<file path="config.mk">
export PLATFORM = sky130hd
export DESIGN_NAME = rewind_fifo
export DESIGN_NICKNAME = d
export VERILOG_FILES = /design/src/rtl/rewind_fifo_pkg.sv /design/src/rtl/rewind_fifo_ctrl.sv /design/src/rtl/rewind_fifo_store.sv /design/src/rtl/rewind_fifo_flags.sv /design/src/rtl/rewind_fifo.sv
export SDC_FILE = /design/constraint.sdc
export NUM_CORES = 2
export LEC_CHECK = 0
export ABC_AREA = 1
export BUFFER_PORTS_ARGS = -buffer_cell sky130_fd_sc_hd__buf_4
export CAP_MARGIN = 40
export CORE_ASPECT_RATIO = 0.7
export CORE_UTILIZATION = 55
export DETAILED_ROUTE_END_ITERATION = 16
export MAX_ROUTING_LAYER = met4
export PLACE_DENSITY = 0.74
export SLEW_MARGIN = 40
export SYNTH_ARGS = -nofsm -noshare
export SYNTH_HDL_FRONTEND = slang
export SYNTH_HIERARCHICAL = 1
export SYNTH_SLANG_ARGS = --single-unit
</file>
<file path="constraint.sdc">
create_clock -name clk -period 5.48 [get_ports clk]
set_clock_uncertainty 0.2 [all_clocks]
set_input_delay 1.096 -clock clk [delete_from_list [all_inputs] [get_ports clk]]
set_output_delay 1.096 -clock clk [all_outputs]
set_load 0.02 [all_outputs]
</file>
<file path="src/rtl/rewind_fifo_pkg.sv">
package rewind_fifo_pkg;

    localparam int WORD_W = 9;

    // Operations accepted in one cycle
    typedef struct packed {
        logic push;
        logic pop;
        logic rewind;
    } fifo_op_t;

    typedef enum logic [1:0] {
        CNT_HOLD = 2'b00,
        CNT_DEC  = 2'b01,
        CNT_INC  = 2'b10,
        CNT_SWAP = 2'b11
    } cnt_step_e;

    function automatic cnt_step_e step_of(input fifo_op_t op);
        return cnt_step_e'({op.push, op.pop});
    endfunction

endpackage

</file>
<file path="src/rtl/rewind_fifo_ctrl.sv">
module rewind_fifo_ctrl
    import rewind_fifo_pkg::*;
#(
    parameter int DEPTH = 256,
    localparam int AW = $clog2(DEPTH),
    localparam int CW = AW + 1
) (
    input  logic          clk,
    input  logic          rst,
    input  logic          wr_en,
    input  logic          rd_en,
    input  logic          rewind_n,
    output fifo_op_t      op,
    output logic [AW-1:0] wr_ptr,
    output logic [AW-1:0] rd_ptr,
    output logic [CW-1:0] count
);
    localparam logic [CW-1:0] FULL_C = CW'(DEPTH);

    always_comb begin
        op.push   = wr_en && (count != FULL_C);
        op.pop    = rd_en && (count != '0);
        op.rewind = !rewind_n && !wr_en && !rd_en;
    end

    always_ff @(posedge clk) begin
        if (rst) begin
            wr_ptr <= '0;
            rd_ptr <= '0;
            count  <= '0;
        end else if (op.rewind) begin
            // No wrap has happened, so the write position equals the word count
            rd_ptr <= '0;
            count  <= {1'b0, wr_ptr};
        end else begin
            if (op.push) wr_ptr <= wr_ptr + 1'b1;
            if (op.pop)  rd_ptr <= rd_ptr + 1'b1;
            unique case (step_of(op))
                CNT_INC:  count <= count + 1'b1;
                CNT_DEC:  count <= count - 1'b1;
                default:  count <= count;
            endcase
        end
    end

    a_r3_no_overflow: assert property (@(posedge clk) disable iff (rst)
        count <= FULL_C);

    a_r3_full_write_dropped: assert property (@(posedge clk) disable iff (rst)
        (count == FULL_C && wr_en && !rd_en) |=> ($stable(wr_ptr) && count == FULL_C));

    a_r4_empty_read_dropped: assert property (@(posedge clk) disable iff (rst)
        (count == '0 && rd_en && !wr_en) |=> ($stable(rd_ptr) && count == '0));

    a_r10_both_keep_count: assert property (@(posedge clk) disable iff (rst)
        (wr_en && rd_en && count != '0 && count != FULL_C) |=> $stable(count));

    a_r8_rewind_moves_read_only: assert property (@(posedge clk) disable iff (rst)
        (!rewind_n && !wr_en && !rd_en) |=> (rd_ptr == '0 && $stable(wr_ptr)));

    a_r9_rewind_blocked: assert property (@(posedge clk) disable iff (rst)
        (!rewind_n && rd_en && !wr_en && count > CW'(1)) |=> rd_ptr != '0);

endmodule

</file>
<file path="src/rtl/rewind_fifo_store.sv">
module rewind_fifo_store
    import rewind_fifo_pkg::*;
#(
    parameter int DEPTH = 256,
    localparam int AW = $clog2(DEPTH)
) (
    input  logic              clk,
    input  logic              rst,
    input  logic              push,
    input  logic              pop,
    input  logic [AW-1:0]     wr_ptr,
    input  logic [AW-1:0]     rd_ptr,
    input  logic [WORD_W-1:0] wr_data,
    output logic [WORD_W-1:0] rd_data
);
    logic [WORD_W-1:0] mem [DEPTH];

    always_ff @(posedge clk) begin
        if (push) mem[wr_ptr] <= wr_data;
    end

    always_ff @(posedge clk) begin
        if (rst)      rd_data <= '0;
        else if (pop) rd_data <= mem[rd_ptr];
    end

    a_r4_data_held: assert property (@(posedge clk) disable iff (rst)
        (!pop && !$past(rst)) |=> $stable(rd_data));

endmodule

</file>
<file path="src/rtl/rewind_fifo_flags.sv">
module rewind_fifo_flags #(
    parameter int DEPTH = 256,
    localparam int CW = $clog2(DEPTH) + 1
) (
    input  logic          clk,
    input  logic          rst,
    input  logic [CW-1:0] count,
    output logic          empty_n,
    output logic          full_n,
    output logic          half_n
);
    localparam logic [CW-1:0] FULL_C = CW'(DEPTH);
    localparam logic [CW-1:0] HALF_C = CW'(DEPTH / 2);

    always_comb begin
        empty_n = (count != '0);
        full_n  = (count != FULL_C);
        half_n  = !(count > HALF_C);
    end

    a_r7_half_release: assert property (@(posedge clk) disable iff (rst)
        ($rose(half_n) && !$past(rst)) |-> count == HALF_C);

    a_r5_flags_exclusive: assert property (@(posedge clk) disable iff (rst)
        !empty_n |-> (full_n && half_n));

    a_r5_full_implies_half: assert property (@(posedge clk) disable iff (rst)
        !full_n |-> !half_n);

endmodule

</file>
<file path="src/rtl/rewind_fifo.sv">
module rewind_fifo
    import rewind_fifo_pkg::*;
#(
    parameter int DEPTH = 256
) (
    input  logic              clk,
    input  logic              rst,
    input  logic              wr_en,
    input  logic [8:0]        wr_data,
    input  logic              rd_en,
    input  logic              rewind_n,
    output logic [8:0]        rd_data,
    output logic              empty_n,
    output logic              full_n,
    output logic              half_n
);
    localparam int AW = $clog2(DEPTH);
    localparam int CW = AW + 1;
    localparam logic [CW-1:0] HALF_C = CW'(DEPTH / 2);

    fifo_op_t      op;
    logic [AW-1:0] wr_ptr;
    logic [AW-1:0] rd_ptr;
    logic [CW-1:0] count;

    rewind_fifo_ctrl #(.DEPTH(DEPTH)) ctrl_i (
        .clk(clk), .rst(rst), .wr_en(wr_en), .rd_en(rd_en), .rewind_n(rewind_n),
        .op(op), .wr_ptr(wr_ptr), .rd_ptr(rd_ptr), .count(count)
    );

    rewind_fifo_store #(.DEPTH(DEPTH)) store_i (
        .clk(clk), .rst(rst), .push(op.push), .pop(op.pop),
        .wr_ptr(wr_ptr), .rd_ptr(rd_ptr), .wr_data(wr_data), .rd_data(rd_data)
    );

    rewind_fifo_flags #(.DEPTH(DEPTH)) flags_i (
        .clk(clk), .rst(rst), .count(count),
        .empty_n(empty_n), .full_n(full_n), .half_n(half_n)
    );

    a_r1_reset_state: assert property (@(posedge clk) disable iff (rst)
        $past(rst) |-> (!empty_n && full_n && half_n && rd_data == '0));

    a_r6_half_set: assert property (@(posedge clk) disable iff (rst)
        (count == HALF_C && op.push && !op.pop) |=> !half_n);

    a_r11_first_write: assert property (@(posedge clk) disable iff (rst)
        (!empty_n && op.push) |=> empty_n);

endmodule

</file>
; ---- Yosys cells after proc, flatten, opt, wreduce, memory -nomap -nowiden
; Memories as Yosys holds them, arrays and structs flattened. A register that Yosys moved wholly into a read port is not among the register bits.
; Cells that the tools add are included.
; W data, S select, Z words.
[word_totals]
ff_bits = 25
mem_bits_rw = 2304
inputBits = 14
out_inout_bits = 12
word_cells = 31
memories = 1
[classes]
add_sub_neg = 4
magnitude_cmp = 1
eq_ne = 3
muxes = 4
bitwise_logic = 1
reduce_logical = 13
[memory_table]
columns = name, words, word_bits, rd, rd_ports_with_merged_regs, wr, line
row1 = store_i.mem, 256, 9, 1, 1, 1, rewind_fifo_store.sv:16  ; logic [WORD_W-1:0] mem [DEPTH];
[ops]
columns = cell, n
row1 = $pmux W9 S2, 1
row2 = $add A8 B1 Y8 const B, 2
row3 = $add A9 B1 Y9 const B, 1
row4 = $gt A9 B8 Y1 const B, 1
row5 = $ne A9 B9 Y1 const B, 1
row6 = $reduce_bool A9 Y1, 1
row7 = $sub A9 B1 Y9 const B, 1
row8 = $mux W8, 1
row9 = $logic_and A1 B1 Y1, 4
row10 = $logic_not A1 Y1, 4
row11 = $reduce_bool A3 Y1, 1
row12 = $eq A2 B1 Y1 const B, 1
row13 = $eq A2 B2 Y1 const B, 1
row14 = $mux W1, 2
row15 = $reduce_and A2 Y1, 1
row16 = $reduce_bool A2 Y1, 1
row17 = $reduce_or A2 Y1, 1
row18 = $not A1 Y1, 1

; ---- Depth between registers and ports, before layout
[depth]
ltp_word = 5
ltp_mapped = 17
depth_no_buf = 16

; ---- Cells and area by module
; Netlist, hierarchy kept.
[by_module_without_submodules]
columns = module, instances, cells_per_inst, area_per_inst_um2, seq_area_each_um2
row1 = rewind_fifo_store, 1, 7865, 93678.6, 69366.5
row2 = rewind_fifo_ctrl, 1, 242, 1674.1, 500.5
row3 = rewind_fifo_flags, 1, 24, 95.1, 0.0

; ---- Worst setup path after synthesis
; No wires, ideal clock.
[synth_timing]
kind = input port to flip-flop
startpoint = in wr_en
endpoint = mem store_i.mem[162][0], enable pin
setup_time_ns = 0.374
arrival_ns = 2.446
required_ns = 4.906
slack_ns = 2.459
path_stages = 6
path_buffers = 2
path_cell_list = nand2_4 > inv_4 > clkbuf_1 > nand3_1 > clkbuf_1 > nor2_1
[synth_lines]
columns = element, line
row1 = start: declaration, rewind_fifo.sv:8  ; input logic wr_en,
row2 = end: declaration, rewind_fifo_store.sv:16

==> key figures <==
Min path
  – Worst hold start: ctrl_i/count[2]$_SDFFE_PP0P_
  – Worst hold-check path type: reg2reg

Worst setup path
  – Most frequent CP cell: nand3_1
  – Worst path slowest cell: dfxtp_4
  – Reg2Reg Launch Point: ctrl_i/rd_ptr[0]$_SDFFE_PP0P_
  – Crit-path max cell delay: 730 ps
  – Critical Path Source: ctrl_i/rd_ptr[0]$_SDFFE_PP0P_
  – WP data arrival: 4730 ps
  – CP cell instances: clkinv_16 -> buf_4 -> buf_4 -> nand2_1 -> nand3_1 -> nand3_1 -> nand3_1 -> nand3_1 -> nand3_1 -> nand3_1 -> nand2_1 -> nand2_1 -> nand3_1 -> nand2_1 -> inv_1
  – CP Launch Type: register
  – Family with the most delay on the worst path: simple AND/OR/NAND/NOR gates
  – Crit path capture type: register
  – Crit-path max FO: 213
  – WP buf/inv: 4
  – WP data required: about 6000 ps
  – Kind of critical path: reg2reg

Logic synthesis
  – Post-synthesis simple-gate area fraction: 0.231
  – Yosys warning total: 6
  – Largest family of logic cells by synthesized area: simple AND/OR/NAND/NOR gates
  – Syn Area/Cell: 11.7 µm²
  – Xor/xnor share of the synthesized area: 0.00128
  – Multiplexer share of the synthesized area: 0
  – Syn_nets: 8157
  – Fraction of registers with async set/reset: 0
  – Synthesized instance count: 8131
  – Post-synth EDFFs: 2304
  – Post-synthesis sequential area ratio: 0.732
  – Distinct cells, synth: 36
  – Compound-Gate Fraction of Synth Area: 0.00222
  – Top_reg_cell synth: edfxtp_1
  – Syn Std Cell Area: 0.0954 mm²
  – Adder-Cell Fraction of Synth Area: 0.00165
  – Yosys reg bits: around 2300

CTS
  – Clock root buffer: clkbuf_16
  – Worst-Skew Late Latency: 840 ps
  – CTS tree: yes
  – Clock-pin slew on the worst setup and hold paths: 70 ps
  – Post-CTS Resized: 0
  – Cts hold-fix bufs: 0
  – Cts bufs inserted: 201
  – Post-CTS setup buffers: 0
  – Num Clock Sinks: 2338
  – CTS Buffer Depth: 3
  – H-Tree Depth: 4

Pwr
  – Total net switching power: 10.9 mW
  – Comb power frac: 0.150
  – Clock power frac: 0.352
  – Internal power: 28.9 mW
  – Cell leakage power: 35.7 nW
  – PwrDens: 382 mW/mm²
  – Net Sw Frac: 0.273
  – Reg power frac: 0.497
  – Worst vdd rail ir drop: 323 µV

Timing
  – RSZ-0062 raised after global routing: false
  – Final period util: 0.767
  – Crit path time final: 4200 ps
  – Hold Vio Cnt, Final: 0
  – Pins Over Slew Limit: 0
  – Worst setup margin: 1280 ps
  – Max Fclk: 238 MHz
  – Min Hold Slack: 308 ps
  – Setup_tns: 0 ps
  – Rel. slew slack: 0.400
  – Slew @ Worst Pin: about 900 ps
  – Endpoints failing setup: 0

Drt
  – 1st-iter DRT viols: 10288
  – Vias: 64326
  – DRT Wirelength: 258 mm
  – First-pass DRT Iterations: 7
  – Vias per inst: 6.17
  – DRC: 0
  – Post-route ant nets: 0
  – Routed len/inst: 24.7 µm

Placement
  – Port buffer count: 25
  – Placement Cell Area: between 0.09 and 0.1 mm²
  – Gpl congestion: 0.944
  – Pre-CTS setup slack: 1480 ps
  – DP HPWL: 148 mm

Floorplanning
  – Die height: 351 µm
  – Core Area: 0.172 mm²
  – IO Pins: 26
  – Row Count: about 130
  – Die width: 500 µm
  – Die area: about 0.18 mm²
  – Initial Util: 0.556

Global route
  – Largest net degree at the start of global routing: between 200 and 250
  – GR Util All Layers: 0.301
  – Grt total ovfl: 0
  – Number of global-route vias before repair: 59536
  – First-pass GRT wire length: 380 mm
  – Antenna violations before repair: 5

Flow run
  – Max-Cap Viols: 0

Layout
  – Post-layout nets: 7961
  – Most common cell after layout, fill and taps aside: nand2_1
  – Post-route cell area: 0.104 mm²
  – Share of layout cells above drive strength 1: 0.0728
  – Most frequent cells in the layout: 2447 x nand2_1, 2304 x edfxtp_1, 2295 x nand3_1
  – Synthesis-to-layout area growth: 9.16%

Outcome
  – Status: complete, no violations
-- worst paths after layout --
check | to | slack, ps | depth (start not counted)
hold reg to reg | ctrl_i/count[2]$_SDFFE_PP0P_ | 310 | 2
hold / removal | ctrl_i/count[2]$_SDFFE_PP0P_ | 310 | 2
setup / recovery | store_i/rd_data[0]$_SDFFE_PP0P_ | 1280 | 15
setup reg to reg | store_i/rd_data[0]$_SDFFE_PP0P_ | 1280 | 15
-- synth_stat cells (all sizes together) (5+ instances only) --
cell	number	share of area
nand4	5	0.00039
nand3	2298	0.12
nor2	323	0.013
o21ai	9	0.00047
inv	87	0.0035
dfxtp	34	0.0071
clkbuf	81	0.0032
a21oi	20	0.0011
xor2	6	0.00055
xnor2	8	0.00073
nand2	2468	0.097
buf	460	0.025
ha	11	0.0014
edfxtp	2304	0.72
-- flip-flops by register name, summed over array words and instances (netlist names) --
register	flops
ctrl_i/wr_ptr	8
store_i/mem	2304
ctrl_i/rd_ptr	8
store_i/rd_data	9
ctrl_i/count	9
-- worst reg2reg max path: cells and delay by family, from the launching register on --
family	cells	cell delay, ps
AND/OR/NAND/NOR	11	1600
flip-flops	1	730
buffers and inverters	4	1570
-- layout make-up --
class	count	area, µm²
multi-input combinational	5162	22900
tap	2322	2910
clock buffer	240	5260
clock inverter	120	1070
fill	12945	67600
timing repair buffer	142	1720
inverter	90	384
antenna	6	15.0
sequential	2338	69900
-- power by group through the flow --
stage / Combinational (mW) / Sequential [mW] / Clock, mW
3_5_place_dp: 5.76 / 20.2 / 0
5_1_grt: 6.47 / 19.8 / 14.8
4_1_cts: 5.79 / 19.8 / 14.1
2_1_floorplan: 3.92 / 20.1 / 0
3_3_place_gp: 5.64 / 20.2 / 0
6_report: 5.99 / 19.8 / 14.0
-- per-layer routing --
metal	share of wire	routed length (µm)	vias up	GRT usage
met5	0	0	-	-
met4	0.033	8400	0	0.107
met3	0.14	37200	541	0.0855
met2	0.43	111000	4309	0.413
met1	0.39	101000	31084	0.429
li1	-	-	28392	-
-- through the flow --
step / total power [mW] / std cells / util
6_report: 39.8 / 10420 / 0.607
4_1_cts: 39.7 / 10411 / 0.604
5_1_grt: 41.0 / 10419 / 0.607
2_1_floorplan: 24.0 / 8131 / -
3_5_place_dp: 26.0 / 10051 / 0.568
3_3_place_gp: 25.8 / 10046 / 0.566
-- logic make-up after synthesis --
family / count (synthesis)
xor gates and xnor gates: 14
and+or+nand+nor: 5099
buffers and inverters: 631
DFF: 2338
adders and majority gates: 12
AOI/OAI and AO/OA: 37
Note: power is estimated with default switching activity, not from simulation.
